==> src/rtl/plcp_inj_pkg.sv <==
package plcp_inj_pkg;
  localparam int DATA_W = 8;
  localparam int TAG_W  = 3;
  localparam int NIB_W  = 4;

  typedef enum logic [TAG_W-1:0] {
    TAG_NONE = 3'd0,
    TAG_A1   = 3'd1,
    TAG_A2   = 3'd2,
    TAG_B1   = 3'd3,
    TAG_G1   = 3'd4
  } ovh_tag_e;

  localparam int FEBE_SEL_BIT = 4;
endpackage

==> src/rtl/plcp_inj_regs.sv <==
module plcp_inj_regs
  import plcp_inj_pkg::*;
#(
  parameter int          ADDR_W  = 8,
  parameter logic [7:0]  ADR_A1  = 8'h48,
  parameter logic [7:0]  ADR_A2  = 8'h49,
  parameter logic [7:0]  ADR_B1  = 8'h4A,
  parameter logic [7:0]  ADR_G1  = 8'h4B
) (
  input  logic              clk,
  input  logic              rst_n,
  input  logic              we,
  input  logic [ADDR_W-1:0] addr,
  input  logic [DATA_W-1:0] wdata,
  output logic [DATA_W-1:0] rdata,
  output logic [DATA_W-1:0] mask_a1,
  output logic [DATA_W-1:0] mask_a2,
  output logic [DATA_W-1:0] mask_b1,
  output logic              febe_zero
);
  localparam int NREG = 3;
  localparam logic [ADDR_W-1:0] MASK_ADR [NREG] = '{ADDR_W'(ADR_A1), ADDR_W'(ADR_A2), ADDR_W'(ADR_B1)};

  logic [DATA_W-1:0] mask_q [NREG];

  for (genvar g = 0; g < NREG; g++) begin : g_mask
    always_ff @(posedge clk) begin
      if (!rst_n)                            mask_q[g] <= '0;
      else if (we && addr == MASK_ADR[g])    mask_q[g] <= wdata;
    end
  end

  always_ff @(posedge clk) begin
    if (!rst_n)                              febe_zero <= 1'b0;
    else if (we && addr == ADDR_W'(ADR_G1))  febe_zero <= wdata[FEBE_SEL_BIT];
  end

  assign mask_a1 = mask_q[0];
  assign mask_a2 = mask_q[1];
  assign mask_b1 = mask_q[2];

  always_comb begin
    rdata = '0;
    for (int i = 0; i < NREG; i++)
      if (addr == MASK_ADR[i]) rdata = mask_q[i];
    if (addr == ADDR_W'(ADR_G1)) rdata[FEBE_SEL_BIT] = febe_zero;
  end


  a1_wr_chk: assert property (@(posedge clk) disable iff (!rst_n)
    (we && addr == ADDR_W'(ADR_A1)) |=> (mask_a1 == $past(wdata)));

  b1_hold_chk: assert property (@(posedge clk) disable iff (!rst_n)
    !(we && addr == ADDR_W'(ADR_B1)) |=> $stable(mask_b1));
endmodule

==> src/rtl/plcp_inj_modify.sv <==
module plcp_inj_modify
  import plcp_inj_pkg::*;
(
  input  logic [DATA_W-1:0] data_i,
  input  logic [TAG_W-1:0]  tag_i,
  input  logic [DATA_W-1:0] mask_a1,
  input  logic [DATA_W-1:0] mask_a2,
  input  logic [DATA_W-1:0] mask_b1,
  input  logic              febe_zero,
  input  logic [NIB_W-1:0]  febe_cnt,
  output logic [DATA_W-1:0] data_o
);
  localparam int LO_W = DATA_W - NIB_W;

  always_comb begin
    data_o = data_i;
    unique case (tag_i)
      TAG_A1:  data_o = data_i ^ mask_a1;
      TAG_A2:  data_o = data_i ^ mask_a2;
      TAG_B1:  data_o = data_i ^ mask_b1;
      TAG_G1:  data_o = {(febe_zero ? {NIB_W{1'b0}} : febe_cnt), data_i[LO_W-1:0]};
      default: data_o = data_i;
    endcase
  end
endmodule

==> src/rtl/plcp_inj_stage.sv <==
module plcp_inj_stage #(
  parameter int W = 11
) (
  input  logic         clk,
  input  logic         rst_n,
  input  logic         in_valid,
  output logic         in_ready,
  input  logic [W-1:0] in_pay,
  output logic         out_valid,
  input  logic         out_ready,
  output logic [W-1:0] out_pay
);
  assign in_ready = !out_valid || out_ready;

  always_ff @(posedge clk) begin
    if (!rst_n) begin
      out_valid <= 1'b0;
      out_pay   <= '0;
    end else if (in_ready) begin
      out_valid <= in_valid;
      if (in_valid) out_pay <= in_pay;
    end
  end


  stall_hold_chk: assert property (@(posedge clk) disable iff (!rst_n)
    (out_valid && !out_ready) |=> (out_valid && $stable(out_pay)));

  one_cycle_chk: assert property (@(posedge clk) disable iff (!rst_n)
    (in_valid && in_ready) |=> (out_valid && out_pay == $past(in_pay)));
endmodule

==> src/rtl/plcp_ovh_err_inj.sv <==
module plcp_ovh_err_inj
  import plcp_inj_pkg::*;
(
  input  logic       clk,
  input  logic       rst_n,
  input  logic       in_valid,
  output logic       in_ready,
  input  logic [7:0] in_data,
  input  logic [2:0] in_tag,
  output logic       out_valid,
  input  logic       out_ready,
  output logic [7:0] out_data,
  output logic [2:0] out_tag,
  input  logic [3:0] febe_cnt,
  input  logic       reg_we,
  input  logic [7:0] reg_addr,
  input  logic [7:0] reg_wdata,
  output logic [7:0] reg_rdata
);
  localparam int PAY_W = DATA_W + TAG_W;

  logic [DATA_W-1:0] m_a1, m_a2, m_b1, mod_data;
  logic              f_zero;

  plcp_inj_regs u_regs (
    .clk(clk), .rst_n(rst_n), .we(reg_we), .addr(reg_addr), .wdata(reg_wdata),
    .rdata(reg_rdata), .mask_a1(m_a1), .mask_a2(m_a2), .mask_b1(m_b1),
    .febe_zero(f_zero)
  );

  plcp_inj_modify u_mod (
    .data_i(in_data), .tag_i(in_tag), .mask_a1(m_a1), .mask_a2(m_a2),
    .mask_b1(m_b1), .febe_zero(f_zero), .febe_cnt(febe_cnt), .data_o(mod_data)
  );

  logic [PAY_W-1:0] pay_o;

  plcp_inj_stage #(.W(PAY_W)) u_stage (
    .clk(clk), .rst_n(rst_n), .in_valid(in_valid), .in_ready(in_ready),
    .in_pay({in_tag, mod_data}), .out_valid(out_valid), .out_ready(out_ready),
    .out_pay(pay_o)
  );

  assign out_data = pay_o[DATA_W-1:0];
  assign out_tag  = pay_o[PAY_W-1:DATA_W];


  pass_thru_chk: assert property (@(posedge clk) disable iff (!rst_n)
    (in_valid && in_ready && (in_tag == 3'd0 || in_tag > 3'd4)) |=> (out_data == $past(in_data)));

  g1_low_chk: assert property (@(posedge clk) disable iff (!rst_n)
    (in_valid && in_ready && in_tag == 3'd4) |=> (out_data[3:0] == $past(in_data[3:0])));
endmodule

==> config.mk <==
export PLATFORM = sky130hd
export DESIGN_NAME = plcp_ovh_err_inj
export DESIGN_NICKNAME = d
export VERILOG_FILES = /design/src/rtl/plcp_inj_pkg.sv /design/src/rtl/plcp_inj_regs.sv /design/src/rtl/plcp_inj_modify.sv /design/src/rtl/plcp_inj_stage.sv /design/src/rtl/plcp_ovh_err_inj.sv
export SDC_FILE = /design/constraint.sdc
export NUM_CORES = 1
export LEC_CHECK = 0
export CORE_ASPECT_RATIO = 2
export CORE_MARGIN = 3
export CORE_UTILIZATION = 52
export DETAILED_ROUTE_END_ITERATION = 8
export PLACE_DENSITY = 0.84
export SYNTH_ARGS = -nofsm -noshare
export SYNTH_HDL_FRONTEND = slang
export SYNTH_SLANG_ARGS = --single-unit
==> constraint.sdc <==
create_clock -name clk -period 3.3 [get_ports clk]
set_input_delay 0.495 -clock clk [delete_from_list [all_inputs] [get_ports clk]]
set_output_delay 0.495 -clock clk [all_outputs]
set_load 0.03 [all_outputs]
==> metrics.txt <==
status=completed; core area=between 0.003 and 0.004 sq mm; Max Root-Sink Buffers=2; Die H=around 96 microns; Power Density=399.0 mW/mm^2; mapped cell area=0.002097 sq mm; starting DRC count in detailed routing=37; grt ovf=0; endpoints failing hold=0; Distinct cells, synth=between 40 and 50; number of global-route vias before repair=roughly 1800; leakage power=between 1 and 1.5 nW; number of synthesized register bits=37; initial core utilization=53.99%; cts hold-fix bufs=0; IO buf count=56; DRC errors left=0; Synth Instances=208; CP Launch Type=input pin; Post-CTS Resized=0; Area Growth Syn to Fin=35.98%; clock skew=just under 8 ps; CTS tree=built; Mean Syn Cell Area=between 10 and 15 sq um; 1st-pass router iterations=4; Sw Share=between 20% and 30%; number of clock sinks=37; Data arrival, critical path=~2400 ps; gr usage total=about 22%; FP Rows=32; Warnings, synthesis=0; ANT nets after route=0; Post-DP HPWL=3891 microns; Setup-failing EPs final=0; Max Slew Vio Count=0; CTS Buf Count=5; Vias=between 1500 and 2000; post-synthesis sequential area ratio=about 47%; top cells by area, synth=edfxtp_1 34%, dfxtp_1 12%, mux2i_1 7.6%; max_slew headroom=around 45%; period utilisation layout=between 80 and 90%; total power=about 1.1 mW; WS Path Type=input pin to primary output; Period minus WS final=roughly 2900 ps; initial antenna violation count=0; GP Congestion=around 0.84; proportion of layout cells with a drive suffix above 1=9.191%; Fin Setup TNS=0 ps; Comb pwr share=around a fifth; VDD IR max=between 0.3 and 0.4 mV; Critical Path RT=between 2000 and 3000 ps; maxcap violations=0; Worst setup EP type=primary output; # nets final=between 300 and 400; Internal=between 800 and 900 uW; clock transition at the registers of the reported paths=around 70 ps; largest net degree at the start of global routing=23; Slew @ Worst Pin=820.7 ps; Clock power frac=34.2%; H-Tree Depth=2; die area=roughly 0.005 sq mm; Hold/Removal Path Class=flop to flop; clk root buf=clkbuf_8; final design utilization=73.42%; placed inst area=approximately 0.0027 sq mm; WHS=around 460 ps; WL/cell=15.10 microns; total setup buffers inserted after CTS=0; Fmax=roughly 0.34 GHz; global-route wire length before repair=8142 microns; cell taking the most area after synthesis=edfxtp_1; syn nets=244; RSZ-0062 raised after global routing=false; drt total wl=slightly below 5000 microns; worst-skew pair later-pin latency=around 280 ps; I/O Pins=57; Die X=roughly 51 microns; Sw Pwr=about 290 uW; share of the synthesized area in the top cell type=between 30% and 40%; Reg power frac=a little under half; Worst Path Max Fanout=8; Vias/cell=roughly 5.5; final instance area=between 0.002 and 0.003 sq mm; antenna cells=0
synth_stat cells (all sizes together):
library cell  instances
a2111oi               1
a211o                 1
a211oi                5
a21o                  1
a21oi                24
a311oi                2
a31oi                 1
and2                 25
buf                   7
clkbuf                3
dfxtp                13
edfxtp               24
inv                   4
mux2                  2
mux2i                16
mux4                  1
nand2                12
nand2b                5
nand3                 1
nand3b                1
nand4b                4
nand4bb               1
nor2                 15
nor2b                 4
nor3                  4
nor4                  1
nor4b                 1
o21ai                11
o2bb2ai               2
o311ai                3
o31ai                 2
o41ai                 1
or2                   1
or3                   1
or4                   2
or4b                  2
xnor2                 4
power groups by stage:
stage	sequential [mW]	combinational [mW]	clock, mW
finish	0.535	0.214	0.389
global route	0.538	0.233	0.421
detailed placement	0.545	0.214	0
floorplan	0.565	0.0924	0
global placement	0.544	0.209	0
CTS	0.535	0.215	0.396
final cells by class:
class                      count  area, sq um
inverter                       4        15.01
sequential                    37        980.9
fill                         298         1032
multi-input combinational    157         1041
timing repair buffer          66        635.6
clock inverter                 3        46.29
clock buffer                   5        68.82
tap                           51        63.81
cells by family after synthesis:
family / Yosys count / share of synthesized area (%)
compound gates: 54 / 15.69
xor+xnor: 4 / 1.670
buf+inv: 14 / 3.579
flops: 37 / 46.78
mux: 19 / 9.785
simple gates: 80 / 22.49
registers in the layout, indices dropped and copies added, names as in the netlist:
name / flops
u_regs.mask_q: 24
u_regs.febe_zero: 1
u_stage.out_valid: 1
u_stage.out_pay: 11
layer usage:
| metal | up-vias | wire (microns) | track usage (%) |
|---|---|---|---|
| li1 | 894 | - | - |
| met1 | 811 | 1734 | 22.01 |
| met2 | 68 | 2801 | 39.87 |
| met3 | 18 | 159 | 4.341 |
| met4 | 0 | 182 | 11.01 |
| met5 | - | 0 | 0 |
cells in the final DEF, fill, tap and decap left out, drive strengths merged, types with 4 or more instances in the layout:
cell           instances
o21ai                 11
nand2                 12
nand2b                 5
edfxtp                24
xnor2                  4
mux2i                 16
inv                    4
dfxtp                 13
nor2b                  4
clkbuf                 5
nor2                  15
clkdlybuf4s50         56
a21oi                 24
and2                  25
a211oi                 5
buf                   10
nand4b                 4
nor3                   4
final timing paths:
path / from / to / slack (ps) / depth (start not counted)
setup / recovery: reg_addr[1] / reg_rdata[6] / 360 / 7
hold / removal: u_stage.out_pay[8]$_SDFFE_PN0P_ / u_stage.out_pay[8]$_SDFFE_PN0P_ / 460 / 2
setup reg to reg: u_regs.febe_zero$_SDFFE_PN0P_ / u_stage.out_pay[4]$_SDFFE_PN0P_ / 1830 / 4
hold reg to reg: u_stage.out_pay[8]$_SDFFE_PN0P_ / u_stage.out_pay[8]$_SDFFE_PN0P_ / 460 / 2
critical path, cell delays in order:
cell,delay (ps)
clkdlybuf4s50_1,650
buf_4,240
mux2i_1,190
nor2_1,50
a21oi_1,150
nor2_1,60
clkdlybuf4s50_1,600
through the flow:
stage	setup slack, ps	std cells
2_1_floorplan	899.2	208
3_3_place_gp	384.9	315
3_5_place_dp	368.2	315
4_1_cts	365.2	323
5_1_grt	221.7	323
6_report	361.2	323
Power figures use the tool's default switching activity.
